**src/rtl/sw_phy_pkg.sv**
```systemverilog
package sw_phy_pkg;
  typedef enum logic [2:0] {
    ST_IDLE,
    ST_SLOT,
    ST_WAITHI,
    ST_RSTLOW,
    ST_PWAIT,
    ST_PDRV
  } sw_state_e;
endpackage

```
**src/rtl/sw_line_sync.sv**
```systemverilog
module sw_line_sync #(
  parameter int STAGES = 2
) (
  input  logic clk_i,
  input  logic rst_ni,
  input  logic line_i,
  output logic line_o,
  output logic fall_o
);
  logic [STAGES-1:0] sync_q;
  logic              prev_q;

  always_ff @(posedge clk_i or negedge rst_ni) begin
    if (!rst_ni) begin
      sync_q <= '1;
      prev_q <= 1'b1;
    end else begin
      sync_q <= {sync_q[STAGES-2:0], line_i};
      prev_q <= sync_q[STAGES-1];
    end
  end

  assign line_o = sync_q[STAGES-1];
  assign fall_o = prev_q & ~sync_q[STAGES-1];
endmodule

```
**src/rtl/sw_low_timer.sv**
```systemverilog
module sw_low_timer #(
  parameter int RST_MIN_US = 480,
  parameter int CNT_W      = 9
) (
  input  logic clk_i,
  input  logic rst_ni,
  input  logic tick_i,
  input  logic line_i,
  output logic rst_det_o
);
  localparam logic [CNT_W-1:0] LIM   = CNT_W'(RST_MIN_US);
  localparam logic [CNT_W-1:0] LIM_M = CNT_W'(RST_MIN_US - 1);

  logic [CNT_W-1:0] low_cnt_q;
  logic             det_q;

  // counter saturates so one long low gives one strobe
  always_ff @(posedge clk_i or negedge rst_ni) begin
    if (!rst_ni) begin
      low_cnt_q <= '0;
      det_q     <= 1'b0;
    end else begin
      det_q <= 1'b0;
      if (line_i) begin
        low_cnt_q <= '0;
      end else if (tick_i && low_cnt_q != LIM) begin
        low_cnt_q <= low_cnt_q + 1'b1;
        if (low_cnt_q == LIM_M) det_q <= 1'b1;
      end
    end
  end

  assign rst_det_o = det_q;


  single_reset_strobe_chk: assert property (@(posedge clk_i) disable iff (!rst_ni)
    rst_det_o |=> !rst_det_o);
endmodule

```
**src/rtl/sw_slot_ctrl.sv**
```systemverilog
module sw_slot_ctrl
  import sw_phy_pkg::*;
#(
  parameter int SAMPLE_US = 30,
  parameter int DRIVE_US  = 30,
  parameter int PWAIT_US  = 30,
  parameter int PLEN_US   = 120,
  parameter int CNT_W     = 9
) (
  input  logic clk_i,
  input  logic rst_ni,
  input  logic tick_i,
  input  logic line_i,
  input  logic fall_i,
  input  logic rst_det_i,
  input  logic tx_en_i,
  input  logic tx_bit_i,
  output logic pull_low_o,
  output logic rx_valid_o,
  output logic rx_bit_o,
  output logic tx_req_o
);
  localparam logic [CNT_W-1:0] SMP_L = CNT_W'(SAMPLE_US - 1);
  localparam logic [CNT_W-1:0] DRV_L = CNT_W'(DRIVE_US - 1);
  localparam logic [CNT_W-1:0] PW_L  = CNT_W'(PWAIT_US - 1);
  localparam logic [CNT_W-1:0] PL_L  = CNT_W'(PLEN_US - 1);

  sw_state_e        st_q;
  logic [CNT_W-1:0] cnt_q;
  logic             rd_q, pull_q, rxv_q, rxb_q, req_q;

  always_ff @(posedge clk_i or negedge rst_ni) begin
    if (!rst_ni) begin
      st_q   <= ST_IDLE;
      cnt_q  <= '0;
      rd_q   <= 1'b0;
      pull_q <= 1'b0;
      rxv_q  <= 1'b0;
      rxb_q  <= 1'b0;
      req_q  <= 1'b0;
    end else begin
      rxv_q <= 1'b0;
      req_q <= 1'b0;
      if (rst_det_i) begin
        st_q   <= ST_RSTLOW;
        pull_q <= 1'b0;
      end else begin
        unique case (st_q)
          ST_IDLE: if (fall_i) begin
            st_q  <= ST_SLOT;
            cnt_q <= '0;
            rd_q  <= tx_en_i;
            if (tx_en_i) begin
              req_q  <= 1'b1;
              pull_q <= ~tx_bit_i;
            end
          end
          ST_SLOT: if (tick_i) begin
            cnt_q <= cnt_q + 1'b1;
            if (rd_q) begin
              if (cnt_q == DRV_L) begin
                pull_q <= 1'b0;
                st_q   <= ST_WAITHI;
              end
            end else if (cnt_q == SMP_L) begin
              rxv_q <= 1'b1;
              rxb_q <= line_i;
              st_q  <= ST_WAITHI;
            end
          end
          // over-long lows park here until released
          ST_WAITHI: if (line_i) st_q <= ST_IDLE;
          ST_RSTLOW: if (line_i) begin
            st_q  <= ST_PWAIT;
            cnt_q <= '0;
          end
          ST_PWAIT: if (tick_i) begin
            cnt_q <= cnt_q + 1'b1;
            if (cnt_q == PW_L) begin
              pull_q <= 1'b1;
              cnt_q  <= '0;
              st_q   <= ST_PDRV;
            end
          end
          ST_PDRV: if (tick_i) begin
            cnt_q <= cnt_q + 1'b1;
            if (cnt_q == PL_L) begin
              pull_q <= 1'b0;
              st_q   <= ST_IDLE;
            end
          end
          default: st_q <= ST_IDLE;
        endcase
      end
    end
  end

  assign pull_low_o = pull_q;
  assign rx_valid_o = rxv_q;
  assign rx_bit_o   = rxb_q;
  assign tx_req_o   = req_q;


  reset_preempts_chk: assert property (@(posedge clk_i) disable iff (!rst_ni)
    rst_det_i |=> (st_q == ST_RSTLOW && !pull_low_o));

  rx_single_chk: assert property (@(posedge clk_i) disable iff (!rst_ni)
    rx_valid_o |=> !rx_valid_o);

  write_no_pull_chk: assert property (@(posedge clk_i) disable iff (!rst_ni)
    (st_q == ST_SLOT && !rd_q) |-> !pull_low_o);

  tx_req_single_chk: assert property (@(posedge clk_i) disable iff (!rst_ni)
    tx_req_o |=> !tx_req_o);

  long_low_quiet_chk: assert property (@(posedge clk_i) disable iff (!rst_ni)
    (st_q == ST_WAITHI && !line_i && !rst_det_i) |=> (!rx_valid_o && !tx_req_o && !pull_low_o));

  logic [CNT_W:0] pull_run_q;
  always_ff @(posedge clk_i or negedge rst_ni) begin
    if (!rst_ni)          pull_run_q <= '0;
    else if (!pull_q)     pull_run_q <= '0;
    else if (tick_i)      pull_run_q <= pull_run_q + 1'b1;
  end

  pull_bounded_chk: assert property (@(posedge clk_i) disable iff (!rst_ni)
    pull_run_q <= (CNT_W+1)'(PLEN_US));
endmodule

```
**src/rtl/sw_slave_phy.sv**
```systemverilog
module sw_slave_phy #(
  parameter int SYNC_STAGES = 2,
  parameter int RST_MIN_US  = 480,
  parameter int SAMPLE_US   = 30,
  parameter int DRIVE_US    = 30,
  parameter int PWAIT_US    = 30,
  parameter int PLEN_US     = 120
) (
  input  logic clk_i,
  input  logic rst_ni,
  input  logic tick_us_i,
  input  logic line_i,
  input  logic tx_en_i,
  input  logic tx_bit_i,
  output logic pull_low_o,
  output logic rx_valid_o,
  output logic rx_bit_o,
  output logic reset_seen_o,
  output logic tx_req_o
);
  localparam int CNT_W = $clog2(RST_MIN_US + 1);

  logic line_s, fall_s, rst_det;

  sw_line_sync #(.STAGES(SYNC_STAGES)) u_sync (
    .clk_i  (clk_i),
    .rst_ni (rst_ni),
    .line_i (line_i),
    .line_o (line_s),
    .fall_o (fall_s)
  );

  sw_low_timer #(.RST_MIN_US(RST_MIN_US), .CNT_W(CNT_W)) u_low (
    .clk_i     (clk_i),
    .rst_ni    (rst_ni),
    .tick_i    (tick_us_i),
    .line_i    (line_s),
    .rst_det_o (rst_det)
  );

  sw_slot_ctrl #(
    .SAMPLE_US (SAMPLE_US),
    .DRIVE_US  (DRIVE_US),
    .PWAIT_US  (PWAIT_US),
    .PLEN_US   (PLEN_US),
    .CNT_W     (CNT_W)
  ) u_slot (
    .clk_i      (clk_i),
    .rst_ni     (rst_ni),
    .tick_i     (tick_us_i),
    .line_i     (line_s),
    .fall_i     (fall_s),
    .rst_det_i  (rst_det),
    .tx_en_i    (tx_en_i),
    .tx_bit_i   (tx_bit_i),
    .pull_low_o (pull_low_o),
    .rx_valid_o (rx_valid_o),
    .rx_bit_o   (rx_bit_o),
    .tx_req_o   (tx_req_o)
  );

  assign reset_seen_o = rst_det;
endmodule

```
**config.mk**
```make
export PLATFORM = sky130hd
export DESIGN_NAME = sw_slave_phy
export DESIGN_NICKNAME = d
export VERILOG_FILES = /design/src/rtl/sw_phy_pkg.sv /design/src/rtl/sw_line_sync.sv /design/src/rtl/sw_low_timer.sv /design/src/rtl/sw_slot_ctrl.sv /design/src/rtl/sw_slave_phy.sv
export SDC_FILE = /design/constraint.sdc
export NUM_CORES = 1
export LEC_CHECK = 0
export ABC_AREA = 1
export BUFFER_PORTS_ARGS = -buffer_cell sky130_fd_sc_hd__buf_2
export CORE_MARGIN = 2
export CORE_UTILIZATION = 50
export DETAILED_ROUTE_END_ITERATION = 16
export GPL_TIMING_DRIVEN = 0
export PLACE_DENSITY = 0.67
export SLEW_MARGIN = 20
export SYNTH_ARGS = -nofsm -noshare
export SYNTH_HDL_FRONTEND = slang
export SYNTH_SLANG_ARGS = --single-unit
```
**constraint.sdc**
```tcl
create_clock -name clk_i -period 3.4 [get_ports clk_i]
set_clock_uncertainty 0.1 [all_clocks]
set_input_delay 0.68 -clock clk_i [delete_from_list [all_inputs] [get_ports clk_i]]
set_output_delay 0.68 -clock clk_i [all_outputs]
set_load 0.01 [all_outputs]
```
==> impl_metrics.json, run 1 <==
{
  "status": "finished clean",
  "synth_cell_types": 29,
  "synth_nets": 290,
  "min_path_type": "reg2reg",
  "path_max_fanout": 9,
  "final.min_clock_period_ns": 1.72,
  "grt_max_degree": 31,
  "avgSynthCellArea_um2": 6.93,
  "core.rowCount": 22,
  "initial_utilization": 0.526,
  "post-route-period-util": 0.504,
  "cts_resized": 0,
  "cts_buffers": 5,
  "die_x_um": 66.3,
  "vias": 1752,
  "layout_setup_ws_ns": 1.68,
  "coreArea_um2": 3690,
  "post-route-util": 0.585,
  "cp.arrival_ns": 1.80,
  "groute.usage.overall": 0.215,
  "peakVddDrop_mv": 0.335,
  "slew_headroom": 0.557,
  "drv_cap": 0,
  "fmax_mhz": 583,
  "antennaDiodeCount": 0,
  "grt.overflow.total": 0,
  "die_y_um": 66.3,
  "rsz0062_at_grt": "false",
  "synth-compound-area-share": 0.0555,
  "hold_buffers": 0,
  "pre_cts_slack_ns": 1.65,
  "cts_sinks": 30,
  "post_drt_wl_per_cell_um": 11.6,
  "path_clk_slew_ns": 0.07,
  "grt_pass1_wl_um": 7240,
  "slew_violations": 0,
  "clk-insertion-delay-late_ns": 0.29,
  "synthToLayoutAreaGrowth_pct": 11.3,
  "routed_wl_um": 4020,
  "synth_cells": 280,
  "yosys.area_share.xor_xnor": 0.0361,
  "cts_root_buf": "clkbuf_8",
  "route.detailed.drc": 0,
  "tns_ns": 0,
  "yosys_warnings": 0,
  "cts_buffer_depth": 2,
  "die_area_um2": 4390,
  "path_class": "reg2reg",
  "end_kind": "register",
  "drt_iter0_drc": 120,
  "power_leakage_nw": 1.11,
  "firstDrtPassIters": 4,
  "nNetsFinal": 306,
  "port_buffers": 9,
  "syn_area_um2": 1940,
  "hpwl_um": 2880,
  "ys_seq_elements": 30,
  "antenna_found_initial": 0,
  "ant_nets": 0,
  "design_area_um2": 2160,
  "grt_pass1_vias": 1614,
  "ios": 11,
  "synth_top_family_by_area": "simple AND/OR/NAND/NOR gates",
  "cts_tree": "done",
  "setup_violations": 0,
  "yosys.area_share.simple": 0.410,
  "htree_num_levels": 2,
  "via_per_inst": 5.08,
  "ys_seq_area_frac": 0.389,
  "postCtsSetupRepairBufs": 0,
  "hold_viol": 0,
  "worst_pin_slew_ns": 0.664,
  "whs_ns": 0.258,
  "required_ns": 3.48,
  "cp-start-kind": "register",
  "drive_gt1_frac": 0.138,
  "synthMuxAreaShare": 0,
  "post_dp_cell_area_um2": 2040,
  "power_density_nw_per_um2": 613,
  "yosys.area_share.adder": 0.0258,
  "place_congestion": 0.883
}
==> layer usage <==
layer | routed length, um | global-route usage | up-vias
li1 | - | - | 918
met1 | 1940 | 0.281 | 788
met2 | 1810 | 0.350 | 39
met3 | 206 | 0.0460 | 7
met4 | 58 | 0.0714 | 0
met5 | 0 | 0 | -
==> cell usage after synthesis <==
| master | count | area, um^2 |
|---|---|---|
| a21oi_1 | 3 | 15.0 |
| buf_2 | 4 | 20.0 |
| buf_4 | 1 | 7.51 |
| buf_6 | 1 | 11.3 |
| dfrtp_1 | 27 | 676 |
| dfstp_2 | 3 | 78.8 |
| ha_1 | 4 | 50.1 |
| inv_1 | 29 | 109 |
| inv_2 | 2 | 7.51 |
| inv_4 | 1 | 6.26 |
| nand2_1 | 96 | 360 |
| nand2_2 | 3 | 18.8 |
| nand2_4 | 1 | 11.3 |
| nand3_1 | 27 | 135 |
| nand3_2 | 1 | 10.0 |
| nand4_1 | 10 | 62.6 |
| nand4_2 | 1 | 12.5 |
| nor2_1 | 36 | 135 |
| nor2_2 | 2 | 12.5 |
| nor3_1 | 2 | 10.0 |
| nor3_2 | 2 | 20.0 |
| nor3b_1 | 1 | 7.51 |
| o211ai_1 | 3 | 22.5 |
| o21a_1 | 1 | 7.51 |
| o21ai_0 | 7 | 35.0 |
| o21ai_1 | 2 | 10.0 |
| o21ai_2 | 2 | 17.5 |
| xnor2_1 | 3 | 26.3 |
| xor2_1 | 5 | 43.8 |
==> cells by family after synthesis <==
logic type,after synthesis
simple gates,182
buf+inv,38
flops,30
compound gates,18
xor+xnor,8
fa+ha+maj,4
==> through the flow <==
| stage | power, mW | instances |
|---|---|---|
| floorplan | 0.835 | 280 |
| global placement | 0.952 | 337 |
| detailed placement | 0.954 | 337 |
| CTS | 1.33 | 345 |
| global route | 1.44 | 345 |
| finish | 1.32 | 345 |
==> power by group <==
group | switching [mW] | total (mW) | internal [mW]
Clock | 0.156 | 0.374 | 0.218
Combinational | 0.332 | 0.489 | 0.157
Sequential | 0.0566 | 0.460 | 0.404
==> cell type report <==
cell class              count  area, um^2
fillers                   362        1530
multi-input cells         212        1020
clock buffers               5        68.8
repair buffers              9        45.0
clock inverters             3        45.0
well taps                  48        60.1
flip-flops and latches     30         754
plain buffers               6        38.8
inverters                  32         123
==> worst max-delay path: stages (launching register included) <==
cell	delay (ns)
dfrtp_1	0.38
inv_1	0.15
ha_1	0.17
inv_1	0.04
nor3_2	0.16
nand4_2	0.15
nand2_2	0.20
nand2_4	0.12
nand2_1	0.09
nand2_1	0.04
==> path summary, 6_finish.rpt <==
path                                           startpoint  cells past startpoint  slack, ns                        endpoint
min in group asynchronous                          rst_ni                      1       0.31     u_slot.cnt_q[7]$_DFFE_PN0P_
min                            u_sync.sync_q[0]$_DFF_PN1_                      0       0.26      u_sync.sync_q[1]$_DFF_PN1_
min reg2reg                    u_sync.sync_q[0]$_DFF_PN1_                      0       0.26      u_sync.sync_q[1]$_DFF_PN1_
max reg2reg                u_low.low_cnt_q[0]$_DFFE_PN0P_                      9       1.68  u_low.low_cnt_q[5]$_DFFE_PN0P_
max in group asynchronous                          rst_ni                      1       2.45  u_low.low_cnt_q[7]$_DFFE_PN0P_
max                        u_low.low_cnt_q[0]$_DFFE_PN0P_                      9       1.68  u_low.low_cnt_q[5]$_DFFE_PN0P_
==> sequential cells by signal (all words and copies together) (netlist names) <==
register / flops
u_low.low_cnt_q: 9
u_low.rst_det_o: 1
u_slot.cnt_q: 9
u_slot.pull_low_o: 1
u_slot.rd_q: 1
u_slot.rx_bit_o: 1
u_slot.rx_valid_o: 1
u_slot.st_q: 3
u_slot.tx_req_o: 1
u_sync.prev_q: 1
u_sync.sync_q: 2
==> layout by cell type (no fill, tap or decap), drive strengths merged <==
cell type  Yosys  final
dfstp          3      3
dfrtp         27     27
clkbuf         0      5
nand2        100    100
inv           32     32
xor2           5      5
nor3           4      4
ha             4      4
nor2          38     38
o21a           1      1
nand3         28     28
xnor2          3      3
nor3b          1      1
clkinvlp       0      2
nand4         11     11
o211ai         3      3
buf            6     15
bufinv         0      1
o21ai         11     11
a21oi          3      3
(Power assumes the default switching activity.)
==> run 2: changes to the inputs <==
--- a/config.mk
+++ b/config.mk
@@ -11,7 +11,7 @@
 export CORE_UTILIZATION = 50
 export DETAILED_ROUTE_END_ITERATION = 16
 export GPL_TIMING_DRIVEN = 0
-export PLACE_DENSITY = 0.67
+export PLACE_DENSITY = 0.7
 export SLEW_MARGIN = 20
 export SYNTH_ARGS = -nofsm -noshare
 export SYNTH_HDL_FRONTEND = slang
==> constraint.sdc (replaced) <==
create_clock -name clk_i -period 1.5 [get_ports clk_i]
set_clock_uncertainty 0.1 [all_clocks]
set_input_delay 0.3 -clock clk_i [delete_from_list [all_inputs] [get_ports clk_i]]
set_output_delay 0.3 -clock clk_i [all_outputs]
set_load 0.01 [all_outputs]
==> run 2 against run 1 <==
  * The flow now finishes with violations (setup timing)
  * Global-route usage is 1.4 points higher
  * Power rose to 2.9 times the previous value
  * Cell count increased by 7.5%
  * Flip-flop and latch count is the same
  * Non-clock buffer count increased by 25
  * Fmax grew 7.3%
  * Critical path depth is the same
  * Largest power group unchanged
==> impl_metrics.json, run 2 (synthesis results as in run 1) <==
{
  "clk-insertion-delay-late_ns": 0.29,
  "required_ns": 1.57,
  "port_buffers": 9,
  "cts_buffers": 5,
  "r2r_setup_slack_ns": -0.1,
  "whs_ns": 0.157,
  "swShare": 0.419,
  "rsz0062_at_grt": "true",
  "groute.usage.overall": 0.229,
  "die_y_um": 66.3,
  "layout_setup_ws_ns": -0.0986,
  "min_path_type": "in2reg",
  "violations": "setup timing",
  "power_leakage_nw": 1.29,
  "mostFrequentLayoutCell": "nand2_1",
  "mostFrequentLayoutCells": "nand2_1, nor2_1, dfrtp_1",
  "grt_pass1_wl_um": 7670,
  "power_density_nw_per_um2": 1460,
  "routed_wl_um": 4940,
  "drive_gt1_frac": 0.353,
  "nNetsFinal": 332,
  "slew_headroom": 0.548,
  "p_int_mw": 2.22,
  "rr_startpoint": "u_low.rst_det_o$_DFF_PN0_",
  "hold_path.startpoint": "tx_en_i",
  "regArea_um2": 758,
  "drt_iter0_drc": 115,
  "holdPathStages": 3,
  "status": "complete, but fails checks",
  "hold-path-endpoint": "u_slot.tx_req_o$_DFF_PN0_",
  "cp.arrival_ns": 1.67,
  "core.rowCount": 22,
  "coreArea_um2": 3690,
  "place_congestion": 0.861,
  "fillers": 293,
  "pwr-share-comb": 0.514,
  "cts_root_buf": "clkbuf_8",
  "grt_max_degree": 31,
  "cts_sinks": 30,
  "via_per_inst": 5.32,
  "post-route-period-util": 1.07,
  "route.detailed.drc": 0,
  "p_switching_mw": 1.61,
  "setup_violations": 13,
  "ant_nets": 0,
  "cp-start-kind": "register",
  "path_clk_slew_ns": 0.07,
  "grt.overflow.total": 0,
  "worst_pin_slew_ns": 0.678,
  "fmax_mhz": 626,
  "final.min_clock_period_ns": 1.60,
  "tns_ns": -0.444,
  "largestRegisters": "u_low.low_cnt_q: 9 flops, u_slot.cnt_q: 9 flops, u_slot.st_q: 3 flops",
  "r2r_cells": 9,
  "path_max_fanout": 8,
  "grt_pass1_vias": 1710,
  "peakVddDrop_mv": 0.770,
  "htree_num_levels": 2,
  "antenna_found_initial": 0,
  "p_clk_frac": 0.213,
  "post_drt_wl_per_cell_um": 13.3,
  "multiInputGateArea_um2": 1260,
  "vias": 1975,
  "initial_utilization": 0.526,
  "p_seq_frac": 0.273,
  "hpwl_um": 2930,
  "cts_tree": "done",
  "hold_viol": 0,
  "antennaDiodeCount": 0,
  "end_kind": "register",
  "die_area_um2": 4390,
  "drv_cap": 0,
  "cts_buffer_depth": 2,
  "r2r-end": "u_slot.st_q[0]$_DFFE_PN0P_",
  "firstDrtPassIters": 7,
  "die_x_um": 66.3,
  "synthToLayoutAreaGrowth_pct": 35.4,
  "path_class": "reg2reg",
  "ios": 11,
  "slew_violations": 0
}
-- run 2: cell types whose count changed in the layout (fill, tap and decap cells not counted), moves of 4 or more --
cell	previous run	this run
inv_2	2	10
buf_4	1	20
inv_1	29	20
nand3_2	1	14
nand2_2	3	9
nand3_1	27	14
nand2_4	1	7
nand2_1	96	84
buf_6	1	5
ha_1	4	0
nor2_4	0	5
nor2_1	36	29
-- run 2: cell type report --
class,count,area share
Timing Repair Buffer,35,0.102
Tap cell,48,0.0229
Clock buffer,5,0.0262
Buffer,5,0.0152
Sequential cell,30,0.289
Inverter,32,0.0486
Multi-Input combinational cell,213,0.481
Clock inverter,3,0.0152
-- run 2: power by group through the flow --
| stage | Combinational, mW | Sequential (mW) | Clock, mW |
|---|---|---|---|
| after floorplan | 0.864 | 1.03 | 0 |
| after global placement | 1.13 | 1.04 | 0 |
| after detailed placement | 1.14 | 1.05 | 0 |
| after CTS | 1.59 | 1.02 | 0.831 |
| after global routing | 2.12 | 1.06 | 0.875 |
| final | 1.97 | 1.05 | 0.814 |
-- run 2: timing repair --
item,4_1_cts,5_1_grt
pin swaps,5,11
hold endpoints to repair,27,1
hold buffers,1,1
setup buffers,19,4
resized for setup,22,52
cloned,1,1
endpoints found under the setup margin,23,25
-- run 2: through the flow --
step	instances	total power, mW	area (um^2)	setup slack [ns]	utilization
after floorplan	280	1.89	1940	0.0153	-
after global placement	337	2.18	2050	-0.170	0.556
after detailed placement	337	2.19	2050	-0.189	0.556
after CTS	366	3.45	2390	-0.0588	0.647
after global routing	371	4.05	2630	-0.197	0.712
final	371	3.83	2630	-0.0986	0.712
-- run 2: metal layers --
layer / wire, um / vias to the layer above / global-route usage
li1: - / 975 / -
met4: 92 / 0 / 0.0867
met5: 0 / - / 0
met3: 227 / 10 / 0.0562
met2: 2410 / 61 / 0.359
met1: 2210 / 929 / 0.304
-- run 2: worst max-delay path by stage --
stage	startpoint	endpoint	slack, ns	depth (start not counted)
after floorplan	u_low.low_cnt_q[0]$_DFFE_PN0P_	u_low.low_cnt_q[5]$_DFFE_PN0P_	0.02	9
after global placement	u_sync.sync_q[1]$_DFF_PN1_	u_slot.cnt_q[7]$_DFFE_PN0P_	-0.17	7
after detailed placement	u_sync.sync_q[1]$_DFF_PN1_	u_slot.cnt_q[7]$_DFFE_PN0P_	-0.19	7
after CTS	u_slot.cnt_q[1]$_DFFE_PN0P_	u_slot.pull_low_o$_DFFE_PN0P_	-0.06	11
after global routing	u_low.rst_det_o$_DFF_PN0_	u_slot.pull_low_o$_DFFE_PN0P_	-0.20	9
final	u_low.rst_det_o$_DFF_PN0_	u_slot.st_q[0]$_DFFE_PN0P_	-0.1	9
-- run 2: critical path: stages (launching register included) --
cell and delay [ns]:
dfrtp_1 0.39, clkbuf_4 0.20, nor2_1 0.22, inv_1 0.08, nor2_1 0.16, inv_1 0.10, nand2_4 0.07, nor2_4 0.05
nand3_2 0.06, nand2_1 0.07
==> run 3: changes to the inputs <==
--- a/config.mk
+++ b/config.mk
@@ -7,11 +7,13 @@
 export LEC_CHECK = 0
 export ABC_AREA = 1
 export BUFFER_PORTS_ARGS = -buffer_cell sky130_fd_sc_hd__buf_2
+export CELL_PAD_IN_SITES_DETAIL_PLACEMENT = 0
+export CELL_PAD_IN_SITES_GLOBAL_PLACEMENT = 1
 export CORE_MARGIN = 2
-export CORE_UTILIZATION = 50
+export CORE_UTILIZATION = 39
 export DETAILED_ROUTE_END_ITERATION = 16
 export GPL_TIMING_DRIVEN = 0
-export PLACE_DENSITY = 0.7
+export PLACE_DENSITY_LB_ADDON = 0.1
 export SLEW_MARGIN = 20
 export SYNTH_ARGS = -nofsm -noshare
 export SYNTH_HDL_FRONTEND = slang
==> run 3 against run 2 <==
  * Fmax increased by 2.2%
  * Worst setup slack gained 0.035 ns
  * The run still ends with setup timing left
  * Clock-buffer cell count increased by 1
  * Routed wire length up 3.1%
  * Sequential share of layout area shrank 0.98 points
  * Global-route usage shrank 3.9 points
  * First-iteration DRC count shrank 18%
  * Utilization is 14 points lower
  * Largest power group unchanged
  * Final area rose by 3.5%
  * Register-to-register slack improved by 0.03 ns
==> impl_metrics.json, run 3 (synthesis results as in run 1) <==
{
  "cts_root_buf": "clkbuf_8",
  "cts_buffer_depth": 2,
  "drive_gt1_frac": 0.385,
  "grt_pass1_wl_um": 7990,
  "p_seq_frac": 0.267,
  "grt.overflow.total": 0,
  "hold_viol": 0,
  "route.detailed.drc": 0,
  "initial_utilization": 0.408,
  "required_ns": 1.57,
  "antennaDiodeCount": 0,
  "post-route-util": 0.572,
  "firstDrtPassIters": 4,
  "coreArea_um2": 4750,
  "drt_iter0_drc": 94,
  "use_met2": 0.301,
  "drv_cap": 0,
  "fmax_mhz": 639,
  "path_clk_slew_ns": 0.08,
  "critPathLaunch": "u_slot.st_q[1]$_DFFE_PN0P_",
  "pwr-share-comb": 0.552,
  "ios": 11,
  "slew_headroom": 0.544,
  "swShare": 0.426,
  "grt_max_degree": 31,
  "grt_busiest_layer": "met2",
  "status": "complete, but fails checks",
  "routed_wl_um": 5100,
  "p_int_mw": 2.24,
  "via_per_inst": 4.86,
  "vias": 1930,
  "grt_pass1_vias": 1696,
  "slew_violations": 0,
  "path_class": "reg2reg",
  "fillers": 464,
  "ant_nets": 0,
  "die_y_um": 74.5,
  "violations": "setup timing",
  "die_x_um": 74.5,
  "use_met3": 0.0366,
  "hpwl_um": 3090,
  "nNetsFinal": 339,
  "peakVddDrop_mv": 0.612,
  "dp_cells": 356,
  "p_clk_frac": 0.181,
  "antenna_found_initial": 0,
  "mostFrequentLayoutCells": "nand2_1, buf_4, nor2_1",
  "core.rowCount": 25,
  "power_leakage_nw": 1.33,
  "post_drt_wl_per_cell_um": 12.8,
  "port_buffers": 9,
  "hold_path.startpoint": "tx_en_i",
  "layout_setup_ws_ns": -0.0638,
  "use_met1": 0.262,
  "rsz0062_at_grt": "true",
  "cts_buffers": 5,
  "mostFrequentLayoutCell": "nand2_1",
  "place_congestion": 0.771,
  "rr_startpoint": "u_slot.st_q[1]$_DFFE_PN0P_",
  "setup_violations": 13,
  "groute.usage.overall": 0.190,
  "cts_tree": "done",
  "largestRegisters": "u_low.low_cnt_q: 9 flops, u_slot.cnt_q: 9 flops, u_slot.st_q: 3 flops",
  "htree_num_levels": 2,
  "worst_pin_slew_ns": 0.684,
  "p_switching_mw": 1.66,
  "final.min_clock_period_ns": 1.56,
  "post-route-period-util": 1.04,
  "fin_cells": 397,
  "min_path_type": "in2reg",
  "end_kind": "register",
  "power_density_nw_per_um2": 1430,
  "cts_sinks": 30,
  "die_area_um2": 5550,
  "clk-insertion-delay-late_ns": 0.29,
  "path_max_fanout": 6,
  "cp-start-kind": "register",
  "cp.arrival_ns": 1.63,
  "synthToLayoutAreaGrowth_pct": 40.2
}
-- run 3: cell types whose count changed in the layout (fill, tap and decap cells not counted), moves of 2 or more --
cell / change
o21ai_0: -2
nor2_1: -4
nand2_2: +6
nand2_1: -5
nand3_2: -3
nand3_1: +2
nor2_2: +4
buf_4: +6
-- run 3: cell type report --
class	instances	area (um^2)	area share
buffer	6	51.3	0.0189
clock buffer	6	82.6	0.0304
clock inverter	2	12.5	0.00460
inverter	32	128	0.0469
multi-input combinational	213	1280	0.469
sequential	30	758	0.279
tap	67	83.8	0.0308
timing repair buffer	41	327	0.120
-- run 3: power groups by stage --
stage,registers (mW),clock network (mW),logic (mW)
3_5_place_dp,1.04,0,1.14
2_1_floorplan,1.03,0,0.864
5_1_grt,1.05,0.775,2.35
4_1_cts,1.02,0.726,1.57
3_3_place_gp,1.05,0,1.15
6_report,1.04,0.704,2.15
-- run 3: path summary, 6_finish.rpt --
check / endpoint / slack (ns) / cells after the start
worst min register to register: u_sync.sync_q[1]$_DFF_PN1_ / 0.26 / 0
max in group asynchronous: u_slot.cnt_q[0]$_DFFE_PN0P_ / 0.33 / 2
min in group asynchronous: u_slot.cnt_q[8]$_DFFE_PN0P_ / 0.49 / 2
worst max register to register: u_slot.cnt_q[8]$_DFFE_PN0P_ / -0.06 / 7
worst max-delay path: u_slot.cnt_q[8]$_DFFE_PN0P_ / -0.06 / 7
worst min-delay path: u_slot.tx_req_o$_DFF_PN0_ / 0.15 / 3
-- run 3: per-stage QoR --
| step | power, mW | instance area (um^2) | hold WS, ns | setup WS, ns | TNS (ns) |
|---|---|---|---|---|---|
| floorplan | 1.89 | 1940 | -0.0956 | 0.0153 | 0 |
| global placement | 2.20 | 2070 | 0.250 | -0.246 | -4.14 |
| detailed placement | 2.18 | 2070 | 0.249 | -0.198 | -3.86 |
| CTS | 3.32 | 2410 | 0.145 | -0.0653 | -0.474 |
| global route | 4.17 | 2720 | 0.162 | -0.149 | -2.02 |
| finish | 3.90 | 2720 | 0.153 | -0.0638 | -0.565 |
-- run 3: critical path: stages (launching register included) --
cell,delay (ns)
dfrtp_2,0.46
nor2_4,0.17
nand2_2,0.08
nand3_2,0.05
nand4_1,0.23
buf_6,0.24
nand2_1,0.05
o21ai_1,0.06
-- run 3: repair_timing --
item                       4_1_cts  5_1_grt
setup endpoints to repair       24       24
hold buffers                     2        0
pin swaps                        8       31
gates cloned                     1        1
setup buffers                   18       11
resized for setup               27       56
hold endpoints to repair        28        0
-- run 3: layer usage --
| layer | wire (um) | vias to the layer above |
|---|---|---|
| met1 | 2390 | 895 |
| met2 | 2470 | 38 |
| met4 | 61 | 0 |
| met5 | 0 | - |
| met3 | 177 | 7 |
| li1 | - | 990 |
